### config.mk
export PLATFORM = sky130hd
export DESIGN_NAME = lut_wiper_ctrl
export DESIGN_NICKNAME = d
export VERILOG_FILES = /design/src/rtl/lut_wiper_pkg.sv /design/src/rtl/win_tracker.sv /design/src/rtl/lut_store.sv /design/src/rtl/wiper_calc.sv /design/src/rtl/lut_wiper_ctrl.sv
export SDC_FILE = /design/constraint.sdc
export NUM_CORES = 1
export LEC_CHECK = 0
export BUFFER_PORTS_ARGS = -buffer_cell sky130_fd_sc_hd__buf_2
export CAP_MARGIN = 10
export CORE_MARGIN = 1
export CORE_UTILIZATION = 40
export CTS_BUF_LIST = sky130_fd_sc_hd__clkbuf_4 sky130_fd_sc_hd__clkbuf_8 sky130_fd_sc_hd__clkbuf_16
export CTS_CLUSTER_DIAMETER = 100
export DETAILED_ROUTE_END_ITERATION = 7
export GPL_TIMING_DRIVEN = 0
export MAX_ROUTING_LAYER = met4
export PLACE_DENSITY_LB_ADDON = 0.3
export SETUP_SLACK_MARGIN = 0.5
export SYNTH_ARGS = -nofsm -noshare
export SYNTH_HDL_FRONTEND = slang
export SYNTH_SLANG_ARGS = --single-unit
### constraint.sdc
create_clock -name clk -period 8.8 [get_ports clk]
set_input_delay 0.44 -clock clk [delete_from_list [all_inputs] [get_ports clk]]
set_output_delay 0.44 -clock clk [all_outputs]
set_load 0.05 [all_outputs]
### src/rtl/lut_wiper_pkg.sv
// Package: lut_wiper_pkg
// Shared mode type and decode for the temperature-indexed wiper controller.
// Assumes two configuration bits: a table-enable bit and an adder bit.
package lut_wiper_pkg;

    typedef enum logic [1:0] {
        MODE_DIRECT = 2'd0,
        MODE_TABLE  = 2'd1,
        MODE_OFFSET = 2'd2
    } wiper_mode_t;

    // Map the two configuration bits onto an operating mode.
    function automatic wiper_mode_t decode_mode(input logic lut_en, input logic adder);
        if (!lut_en)
            return MODE_DIRECT;
        else if (adder)
            return MODE_OFFSET;
        else
            return MODE_TABLE;
    endfunction

endpackage

### src/rtl/win_tracker.sv
// Module: win_tracker
// Turns a signed temperature sample into a table window index, with one
// degree of hysteresis that depends on the direction of change.
// Assumes windows of 2**WIN_SHIFT degrees starting at -TEMP_OFS.
// Purely combinational; the clock and reset feed only the assertion.
module win_tracker #(
    parameter int TEMP_W    = 8,
    parameter int DEPTH     = 36,
    parameter int WIN_SHIFT = 2,
    parameter int TEMP_OFS  = 40,
    localparam int IDX_W    = $clog2(DEPTH)
) (
    input  logic                     clk,
    input  logic                     rst_n,
    input  logic signed [TEMP_W-1:0] temp_i,
    input  logic [IDX_W-1:0]         cur_idx_i,
    input  logic                     seen_i,
    output logic [IDX_W-1:0]         next_idx_o
);
    localparam int SW = TEMP_W + 2;

    logic signed [SW-1:0] shifted_lo;
    logic signed [SW-1:0] shifted_hi;
    logic [IDX_W-1:0]     base_idx;
    logic [IDX_W-1:0]     fall_idx;

    // Clamp a shifted temperature to a valid window index.
    function automatic logic [IDX_W-1:0] clamp_idx(input logic signed [SW-1:0] s);
        logic signed [SW-1:0] q;
        q = s >>> WIN_SHIFT;
        if (s < 0)
            return '0;
        else if (q > SW'(DEPTH - 1))
            return IDX_W'(DEPTH - 1);
        else
            return q[IDX_W-1:0];
    endfunction

    // Base window and the lower-threshold window used while falling.
    always_comb begin
        shifted_lo = SW'(temp_i) + SW'(TEMP_OFS);
        shifted_hi = shifted_lo + SW'(1);
        base_idx   = clamp_idx(shifted_lo);
        fall_idx   = clamp_idx(shifted_hi);
    end

    // Direction-dependent choice of the next window.
    always_comb begin
        if (!seen_i)
            next_idx_o = base_idx;
        else if (base_idx > cur_idx_i)
            next_idx_o = base_idx;
        else if (base_idx < cur_idx_i)
            next_idx_o = fall_idx;
        else
            next_idx_o = cur_idx_i;
    end

    // a step never leaves the span between the current and base windows
    assert_hyst_span_R4: assert property (@(posedge clk) disable iff (!rst_n)
        seen_i |-> ((next_idx_o >= ((base_idx < cur_idx_i) ? base_idx : cur_idx_i)) &&
                    (next_idx_o <= ((base_idx > cur_idx_i) ? base_idx : cur_idx_i))));

endmodule

### src/rtl/lut_store.sv
// Module: lut_store
// Register-based table of DEPTH entries with one write port and two
// combinational read ports (bus read and wiper lookup).
// Assumes indices at or above DEPTH are invalid: writes to them are
// dropped and reads of them return zero.
module lut_store #(
    parameter int DEPTH     = 36,
    parameter int ENTRY_W   = 8,
    localparam int IDX_W    = $clog2(DEPTH)
) (
    input  logic               clk,
    input  logic               rst_n,
    input  logic               wr_en,
    input  logic [IDX_W-1:0]   wr_idx,
    input  logic [ENTRY_W-1:0] wr_data,
    input  logic [IDX_W-1:0]   rd_idx,
    output logic [ENTRY_W-1:0] rd_data,
    input  logic [IDX_W-1:0]   lk_idx,
    output logic [ENTRY_W-1:0] lk_data
);
    logic [ENTRY_W-1:0] entry_q [DEPTH];

    for (genvar g = 0; g < DEPTH; g++) begin : g_entry
        // One table entry: cleared by reset, loaded when its index is written.
        always_ff @(posedge clk) begin
            if (!rst_n)
                entry_q[g] <= '0;
            else if (wr_en && (wr_idx == IDX_W'(g)))
                entry_q[g] <= wr_data;
        end
    end

    // Bus read port with out-of-range guard.
    always_comb begin
        rd_data = '0;
        if (int'(rd_idx) < DEPTH)
            rd_data = entry_q[rd_idx];
    end

    // Lookup read port with out-of-range guard.
    always_comb begin
        lk_data = '0;
        if (int'(lk_idx) < DEPTH)
            lk_data = entry_q[lk_idx];
    end

endmodule

### src/rtl/wiper_calc.sv
// Module: wiper_calc
// Forms the wiper code from a table entry. In table mode the entry is
// unsigned and clipped to the wiper range. In offset mode the entry is
// signed and is added to the base value, and the sum saturates.
// Assumes ENTRY_W >= WIPER_W.
module wiper_calc
    import lut_wiper_pkg::*;
#(
    parameter int WIPER_W = 7,
    parameter int ENTRY_W = 8
) (
    input  wiper_mode_t        mode_i,
    input  logic [ENTRY_W-1:0] entry_i,
    input  logic [WIPER_W-1:0] base_i,
    output logic [WIPER_W-1:0] value_o
);
    localparam int SUM_W = ((ENTRY_W > WIPER_W) ? ENTRY_W : WIPER_W) + 2;
    localparam logic [WIPER_W-1:0] WMAX = '1;

    logic signed [SUM_W-1:0] sum;

    // Signed entry plus zero-extended base.
    always_comb begin
        sum = SUM_W'($signed(entry_i)) + $signed({2'b00, SUM_W'(base_i)});
    end

    // Mode-dependent clip or saturation.
    always_comb begin
        if (mode_i == MODE_OFFSET) begin
            if (sum < 0)
                value_o = '0;
            else if (sum > $signed(SUM_W'(WMAX)))
                value_o = WMAX;
            else
                value_o = sum[WIPER_W-1:0];
        end else begin
            if (entry_i > ENTRY_W'(WMAX))
                value_o = WMAX;
            else
                value_o = entry_i[WIPER_W-1:0];
        end
    end

endmodule

### src/rtl/lut_wiper_ctrl.sv
// Module: lut_wiper_ctrl
// Temperature-indexed wiper controller. It holds the table address
// register, the wiper register and a flag for the first accepted sample.
// Each accepted temperature sample updates the address and loads the wiper
// on the same edge, unless a hold or standby forbids it.
// Assumes temp_valid is a one-cycle strobe per conversion.
module lut_wiper_ctrl
    import lut_wiper_pkg::*;
#(
    parameter int TEMP_W    = 8,
    parameter int WIPER_W   = 7,
    parameter int ENTRY_W   = 8,
    parameter int DEPTH     = 36,
    parameter int WIN_SHIFT = 2,
    parameter int TEMP_OFS  = 40,
    localparam int IDX_W    = $clog2(DEPTH)
) (
    input  logic                     clk,
    input  logic                     rst_n,
    input  logic                     cfg_lut_en,
    input  logic                     cfg_adder,
    input  logic                     cfg_wiper_hold,
    input  logic                     cfg_addr_hold,
    input  logic                     cfg_standby,
    input  logic [WIPER_W-1:0]       init_val,
    input  logic                     temp_valid,
    input  logic signed [TEMP_W-1:0] temp_sample,
    input  logic                     tbl_wr_en,
    input  logic [IDX_W-1:0]         tbl_wr_idx,
    input  logic [ENTRY_W-1:0]       tbl_wr_data,
    input  logic [IDX_W-1:0]         tbl_rd_idx,
    output logic [ENTRY_W-1:0]       tbl_rd_data,
    input  logic                     addr_wr_en,
    input  logic [IDX_W-1:0]         addr_wr_data,
    output logic [IDX_W-1:0]         addr_q,
    input  logic                     wiper_wr_en,
    input  logic [WIPER_W-1:0]       wiper_wr_data,
    output logic [WIPER_W-1:0]       wiper_q
);
    wiper_mode_t        mode;
    logic               seen_q;
    logic               conv_ok;
    logic               addr_bus_ok;
    logic               wiper_bus_ok;
    logic [IDX_W-1:0]   next_idx;
    logic [IDX_W-1:0]   look_idx;
    logic [ENTRY_W-1:0] look_entry;
    logic [WIPER_W-1:0] calc_val;

    // Mode decode and acceptance qualifiers.
    always_comb begin
        mode         = decode_mode(cfg_lut_en, cfg_adder);
        conv_ok      = temp_valid && (mode != MODE_DIRECT) && !cfg_standby;
        addr_bus_ok  = addr_wr_en && cfg_addr_hold && (int'(addr_wr_data) < DEPTH);
        wiper_bus_ok = wiper_wr_en && ((mode == MODE_DIRECT) || cfg_wiper_hold);
        look_idx     = cfg_addr_hold ? addr_q : next_idx;
    end

    win_tracker #(
        .TEMP_W   (TEMP_W),
        .DEPTH    (DEPTH),
        .WIN_SHIFT(WIN_SHIFT),
        .TEMP_OFS (TEMP_OFS)
    ) u_track (
        .clk       (clk),
        .rst_n     (rst_n),
        .temp_i    (temp_sample),
        .cur_idx_i (addr_q),
        .seen_i    (seen_q),
        .next_idx_o(next_idx)
    );

    lut_store #(
        .DEPTH  (DEPTH),
        .ENTRY_W(ENTRY_W)
    ) u_table (
        .clk    (clk),
        .rst_n  (rst_n),
        .wr_en  (tbl_wr_en),
        .wr_idx (tbl_wr_idx),
        .wr_data(tbl_wr_data),
        .rd_idx (tbl_rd_idx),
        .rd_data(tbl_rd_data),
        .lk_idx (look_idx),
        .lk_data(look_entry)
    );

    wiper_calc #(
        .WIPER_W(WIPER_W),
        .ENTRY_W(ENTRY_W)
    ) u_calc (
        .mode_i (mode),
        .entry_i(look_entry),
        .base_i (init_val),
        .value_o(calc_val)
    );

    // Records that a sample has been accepted since reset.
    always_ff @(posedge clk) begin
        if (!rst_n)
            seen_q <= 1'b0;
        else if (conv_ok)
            seen_q <= 1'b1;
    end

    // Table address register: bus write under hold, else temperature-driven.
    always_ff @(posedge clk) begin
        if (!rst_n)
            addr_q <= '0;
        else if (addr_bus_ok)
            addr_q <= addr_wr_data;
        else if (conv_ok && !cfg_addr_hold)
            addr_q <= next_idx;
    end

    // Wiper register: initial value at reset, bus write, or automatic load.
    always_ff @(posedge clk) begin
        if (!rst_n)
            wiper_q <= init_val;
        else if (wiper_bus_ok)
            wiper_q <= wiper_wr_data;
        else if (conv_ok && !cfg_wiper_hold)
            wiper_q <= calc_val;
    end

    // the address register always points inside the table
    assert_addr_range_R3: assert property (@(posedge clk) disable iff (!rst_n)
        int'(addr_q) < DEPTH);

    // direct mode without a bus write leaves the wiper and address alone
    assert_direct_still_R2: assert property (@(posedge clk) disable iff (!rst_n)
        (!cfg_lut_en && !wiper_wr_en && !addr_wr_en) |=> ($stable(wiper_q) && $stable(addr_q)));

    // a frozen wiper moves only through a bus write
    assert_wiper_hold_R7: assert property (@(posedge clk) disable iff (!rst_n)
        (cfg_wiper_hold && !wiper_wr_en) |=> $stable(wiper_q));

    // a frozen address moves only through a bus write
    assert_addr_hold_R8: assert property (@(posedge clk) disable iff (!rst_n)
        (cfg_addr_hold && !addr_wr_en) |=> $stable(addr_q));

    // standby blocks every temperature-driven change
    assert_standby_still_R9: assert property (@(posedge clk) disable iff (!rst_n)
        (cfg_standby && !addr_wr_en && !wiper_wr_en) |=> ($stable(wiper_q) && $stable(addr_q)));

endmodule

==> reports/qor.csv, run 1 <==
metric;value;unit
Setup WS post-layout;634;ps
status;complete, no violations;
Max VDD drop;0.000122;V
ratio of cells with drive above 1 in the final layout;0.182;
Area Growth Syn to Fin;14.3;%
clock tree from TritonCTS;built;
Routed Antenna Nets;0;
Setup crit end kind;flop;
later-pin clock latency in the skew report;560;ps
clk sinks;302;
delay-heaviest family, CP;compound AO/OA/AOI/OAI gates;
largest area contributor in the netlist;edfxtp_1;
#FFs+latches synth;302;
Post-synth top flop;edfxtp_1;
Critical Path Max Stage Delay;460;ps
Die Span Y;219;um
Pwr Total;4.29;mW
synthesized area per cell;10.9;sq um
Finished Core Util;0.469;
CTS max path bufs;3;
crit path max fanout;10;
# IOs;80;
Synth area leaders;edfxtp_1 47%, mux4_2 11%, and2_1 9.9%;
RSZ-0062 raised after global routing;true;
CP startpoint kind;input port;
Vias;16124;
dpl cells;2417;
Post-Place Setup Slack;-1510;ps
Detail Placement HPWL;57200;um
first-pass detailed-route iteration total;6;
Synth Area in Compound Gates;0.118;
synthesized-area fraction occupied by and/or/nand/nor cells;0.228;
placer congestion estimate;1.07;
H-tree depth;2;
Final Instance Count excl. Fillers;2490;
Synth Cell Area;0.0188;sq mm
pin count of the biggest net entering global routing;13;
Fin Clk Skew;26.9;ps
vias per std cell;6.48;
Min-Delay Path Class;in2reg;
main combinational cell family by area after synthesis;simple AND/OR/NAND/NOR gates;
synth unique cells;98;
clk root buf;clkbuf_16;
period utilization;0.928;
Tightest Pin Transition;1160;ps
Synth Instances;1722;
starting density of the core;0.410;
number of global-route vias before repair;15333;
die width;219;um
Post-synth EDFFs;295;
Async SR Flop Fraction;0;
xor and xnor area share after synthesis;0.00694;
proportion of synthesized area in mux cells;0.120;
power per standard cell area;200;mW/mm^2
Nets;1937;
clock slew at reported path FFs;60;ps
core area;0.0458;sq mm
CP required;9170;ps
max cap viols;0;
share of the synthesized area in the top cell type;0.472;
critical path's slowest cell;or4_1;
Total GRT Usage;0.331;
Post-Synth Adder-Cell Area;0.0100;
Final Cell Area;0.0214;sq mm
dpl cell area;0.0201;sq mm
fmax;0.122;GHz
DRC violation count after routing;0;
global-route wire length before repair;108000;um
sequential fraction of the synthesis area;0.480;
min cycle time layout;8170;ps
Synthesized Nets;1796;
IO buf count;70;
final number of max-transition violations;0;
# rows;78;
leakage;7.73;nW
initial antenna violation count;1;
Slew HR;0.219;
drt wl/cell;30.8;um
DR iter-0 viols;2452;
Hold Vio Cnt, Final;0;
TritonCTS buffer count;36;
WL final;76800;um
die area;0.0478;sq mm
# setup viols final;0;
buffers plus inverters on the worst setup path;10;
GRT overflow;0;
Yosys warning count;0;
crit path DAT;8540;ps
worst setup path category;in2reg;
final cells by class:
cell class,count,area (sq um)
clock buffer,44,978
antenna,3,7.51
buffer,129,604
tap,600,751
timing repair buffer,103,619
sequential,302,9000
inverter,36,135
clock inverter,18,193
fill,4141,24300
multi-input combinational,1255,9160
logic make-up (layout without fill, tap and decap cells):
logic type,Yosys count,in the layout
simple gates,796,796
other cells,0,3
compound gates,316,316
xor+xnor,14,14
flops,302,302
fa+ha+maj,15,15
mux,114,114
buf+inv,165,330
worst min-delay path, cell delays in order:
cell,delay [ps]
buf_2,90
a221oi_1,70
nor2b_1,100
per-stage QoR:
| step | hold WS [ps] | TNS, ps |
|---|---|---|
| final | 177 | 0 |
| after global routing | 213 | 0 |
| after CTS | 168 | 0 |
| after detailed placement | 565 | -9290 |
| after global placement | 574 | -9680 |
| after floorplan | 489 | 0 |
cells in the final DEF, fill, tap and decap left out, drive strengths merged, types with 5 or more instances in the layout:
master and instances:
clkinv 11, nor3 15, a211oi 13, a21oi 36
or3 7, buf 145, mux4 88, xnor2 9
a211o 7, nand3 133, nand2b 7, xor2 5
a311o 8, a31o 6, a311oi 23, nor2b 7
nor4 8, clkbuf 131, o21ai 105, o31ai 6
a21boi 6, ha 15, mux2i 22, dfxtp 7
nor2 69, o22ai 25, edfxtp 295, inv 39
and2 297, a32oi 14, a21o 6, nand4 8
nand2 196, a31oi 14, and3 25, a22oi 6
per-layer routing:
layer / up-vias / routed length, um / global-route usage
met2: 1146 / 33700 / 0.495
li1: 6750 / - / -
met1: 7970 / 28500 / 0.408
met3: 258 / 9780 / 0.0949
met5: - / 0 / -
met4: 0 / 4800 / 0.167
cells in the mapped netlist (8+ instances only):
cell      count
ha_1         15
and2_1      296
buf_1        16
edfxtp_1    295
a21oi_1      36
a211oi_1     13
nand3_1     132
a311oi_1     23
nor3_1       13
nand4_1       8
nor2_1       68
a31oi_1      14
o22ai_1      25
a32oi_1      14
buf_2        26
mux4_2       88
nand2_1     195
xnor2_1       8
mux2i_1      22
inv_1        35
clkbuf_1     80
o21ai_0      98
and3_1       25
a311o_1       8
final timing paths:
| path | start | endpoint | slack [ps] | depth (start not counted) |
|---|---|---|---|---|
| hold / removal | addr_wr_data[0] | addr_q[0]$_SDFFE_PN0P_ | 180 | 3 |
| setup reg to reg | addr_q[3]$_SDFFE_PN0P_ | wiper_q[6]$_DFFE_PP_ | 1690 | 25 |
| setup / recovery | temp_sample[3] | wiper_q[6]$_DFFE_PP_ | 630 | 32 |
| hold reg to reg | seen_q$_SDFFE_PN0P_ | seen_q$_SDFFE_PN0P_ | 620 | 2 |
report_power, final:
part	internal (mW)	switching [mW]	leakage [nW]
Clock	0.908	0.625	0.585
Combinational	0.345	0.690	4.28
Sequential	1.66	0.0645	2.87
Total	2.91	1.38	7.73
sequential cells by signal (all words and copies together), names as in the netlist:
register and count:
wiper_q 7, u_table.entry_q 288, addr_q 6, seen_q 1
what timing repair did:
action                                  4_1_cts  5_1_grt
buffers inserted                              1        0
endpoints found under the setup margin        7        7
gates resized for setup                      21       23
hold buffers                                  0        0
pin swaps                                     1        2
Power figures use the tool's default switching activity.
==> run 2, diff against run 1 <==
CORE_ASPECT_RATIO = 0.5   (was default)
==> reports/qor.csv, run 2 (synthesis results as in run 1) <==
metric;value;unit;change
IO buf count;70;;unchanged
Hold Vio Cnt, Final;0;;unchanged
pin count of the biggest net entering global routing;16;;+3
crit path max fanout;10;;unchanged
CP required;9220;ps;+50 ps
Pwr Total;4.22;mW;-1.7%
delay-heaviest family, CP;simple AND/OR/NAND/NOR gates;;
clock slew at reported path FFs;70;ps;about the same
P_sw;1.43;mW;+3.3%
# rows;55;;-29%
die width;308;um;+41%
CP startpoint kind;input port;;
buffers plus inverters on the worst setup path;8;;-2
Slew HR;0.165;;-0.0540
CTS max path bufs;3;;unchanged
ratio of cells with drive above 1 in the final layout;0.180;;-0.00150
Critical Path Max Stage Delay;460;ps;about the same
drt wl/cell;31.9;um;+3.5%
leakage;7.62;nW;-1.4%
global-route wire length before repair;112000;um;+3.3%
Routed Antenna Nets;0;;unchanged
Sw Share;0.338;;+0.0165
Final Instance Count excl. Fillers;2506;;+0.64%
first-pass detailed-route iteration total;8;;+2
power per standard cell area;198;mW/mm^2;-0.94%
TritonCTS buffer count;30;;-17%
Post-Place Setup Slack;-1370;ps;+139 ps
clock share of power;0.335;;-0.022
Area Growth Syn to Fin;13.4;%;
WL final;80000;um;+4.2%
max cap viols;0;;unchanged
fmax;0.122;GHz;-0.77%
GRT overflow;0;;unchanged
final number of max-transition violations;0;;unchanged
commonest cells after routing, fill and taps aside;296 x and2_1, 295 x edfxtp_1, 194 x nand2_1, 132 x nand3_1, 104 x buf_2;;
DRC violation count after routing;1;;+1
starting density of the core;0.411;;+0.000696
# IOs;80;;unchanged
die area;0.0478;sq mm;+0.11%
Vias;16263;;+0.86%
clk sinks;302;;unchanged
commonest non-fill, non-tap cell in the layout;and2_1;;
Tightest Pin Transition;1250;ps;+88.9 ps
period utilization;0.935;;+0.00719
number of global-route vias before repair;15114;;-1.4%
later-pin clock latency in the skew report;610;ps;+50 ps
hold slack final;156;ps;-20.5 ps
Detail Placement HPWL;59800;um;+4.5%
Sequential Power Share;0.408;;+0.006
Top reg by flops;u_table.entry_q;;
crit path DAT;8650;ps;+110 ps
failing checks;design-rule violations;;
status;finished with violations;;
Fin Clk Skew;31.7;ps;+4.78 ps
worst setup path category;in2reg;;
critical path's slowest cell;nor2_4;;
clock tree from TritonCTS;built;;
dpl cells;2439;;+0.91%
RSZ-0062 raised after global routing;true;;
# setup viols final;0;;unchanged
Setup WS post-layout;571;ps;-63.3 ps
Largest regs;u_table.entry_q (288), wiper_q (7), addr_q (6);;
vias per std cell;6.49;;+0.22%
core area;0.0457;sq mm;-0.17%
Total GRT Usage;0.342;;+0.0103
Nets;1926;;-0.57%
min cycle time layout;8230;ps;+63.3 ps
H-tree depth;1;;-1
clk root buf;clkbuf_16;;
initial antenna violation count;3;;+2
Logic pwr share;0.257;;+0.016
DR iter-0 viols;3065;;+25%
Die Span Y;155;um;-29%
Min-Delay Path Class;in2reg;;
placer congestion estimate;1.09;;+1.3%
Largest register FFs;288;;unchanged
Setup crit end kind;flop;;
Internal;2.79;mW;-4.1%
Max VDD drop;0.000117;V;-3.7%
crit-path most repeated cell;ha_1;;
[run 2: routing by layer]
metal / wire, um / track usage
met1: 32500 / 0.462
met2: 32100 / 0.465
met3: 12100 / 0.125
met4: 3340 / 0.125
met5: 0 / -
[run 2: cell type report]
type / count / area, sq um
timing repair buffer: 98 / 541
multi-input combinational: 1255 / 9140
tap: 627 / 785
clock buffer: 34 / 781
fill: 4257 / 24400
buffer: 129 / 618
inverter: 36 / 135
clock inverter: 21 / 264
antenna: 4 / 10.0
sequential: 302 / 9000
[run 2: worst register-to-register path, cell delays in order (launching register included)]
cell and delay (ps):
dfxtp_1 490, inv_1 110, ha_1 310, a21oi_1 70, o21a_1 210, a311oi_1 390, or2_2 180, clkbuf_1 320
a2bb2oi_2 250, nand2_2 340, buf_2 460, buf_2 480, clkbuf_2 390, nand2_1 90, nand3_1 80, a21oi_1 90
nor2_1 220, o221ai_1 350, a21oi_2 350, ha_1 280, ha_1 190, nand2_1 60, a22o_1 240, and2_4 190
or4_1 460, and4_1 220, a221oi_2 210
[run 2: path summary, 6_finish.rpt]
path	from	to	slack, ps	depth (start not counted)
worst max-delay path	temp_sample[3]	wiper_q[6]$_DFFE_PP_	570	33
worst min-delay path	addr_wr_data[0]	addr_q[0]$_SDFFE_PN0P_	160	3
worst max register to register	addr_q[3]$_SDFFE_PN0P_	wiper_q[6]$_DFFE_PP_	1600	26
worst min register to register	seen_q$_SDFFE_PN0P_	seen_q$_SDFFE_PN0P_	640	2
[run 2: through the flow]
stage / TNS [ps] / cell area (sq um) / utilization
5_1_grt: 0 / 21300 / 0.465
3_5_place_dp: -8580 / 20000 / 0.438
2_1_floorplan: 0 / 18800 / -
4_1_cts: 0 / 21100 / 0.463
6_report: 0 / 21300 / 0.465
3_3_place_gp: -8990 / 19900 / 0.435
[run 2: power groups by stage]
stage               combinational [mW]  sequential, mW  clock (mW)
floorplan                        0.608            1.74           0
global placement                  1.01            1.75           0
detailed placement                1.01            1.75           0
CTS                               1.02            1.72        1.40
global route                      1.12            1.73        1.46
finish                            1.09            1.72        1.41
[run 2: what timing repair did]
item / 4_1_cts / 5_1_grt
hold buffers: 0 / 0
setup endpoints to repair: 7 / 7
resized for setup: 24 / 29
pin swaps: 1 / 2
cloned: 0 / 0
setup buffers: 1 / 2
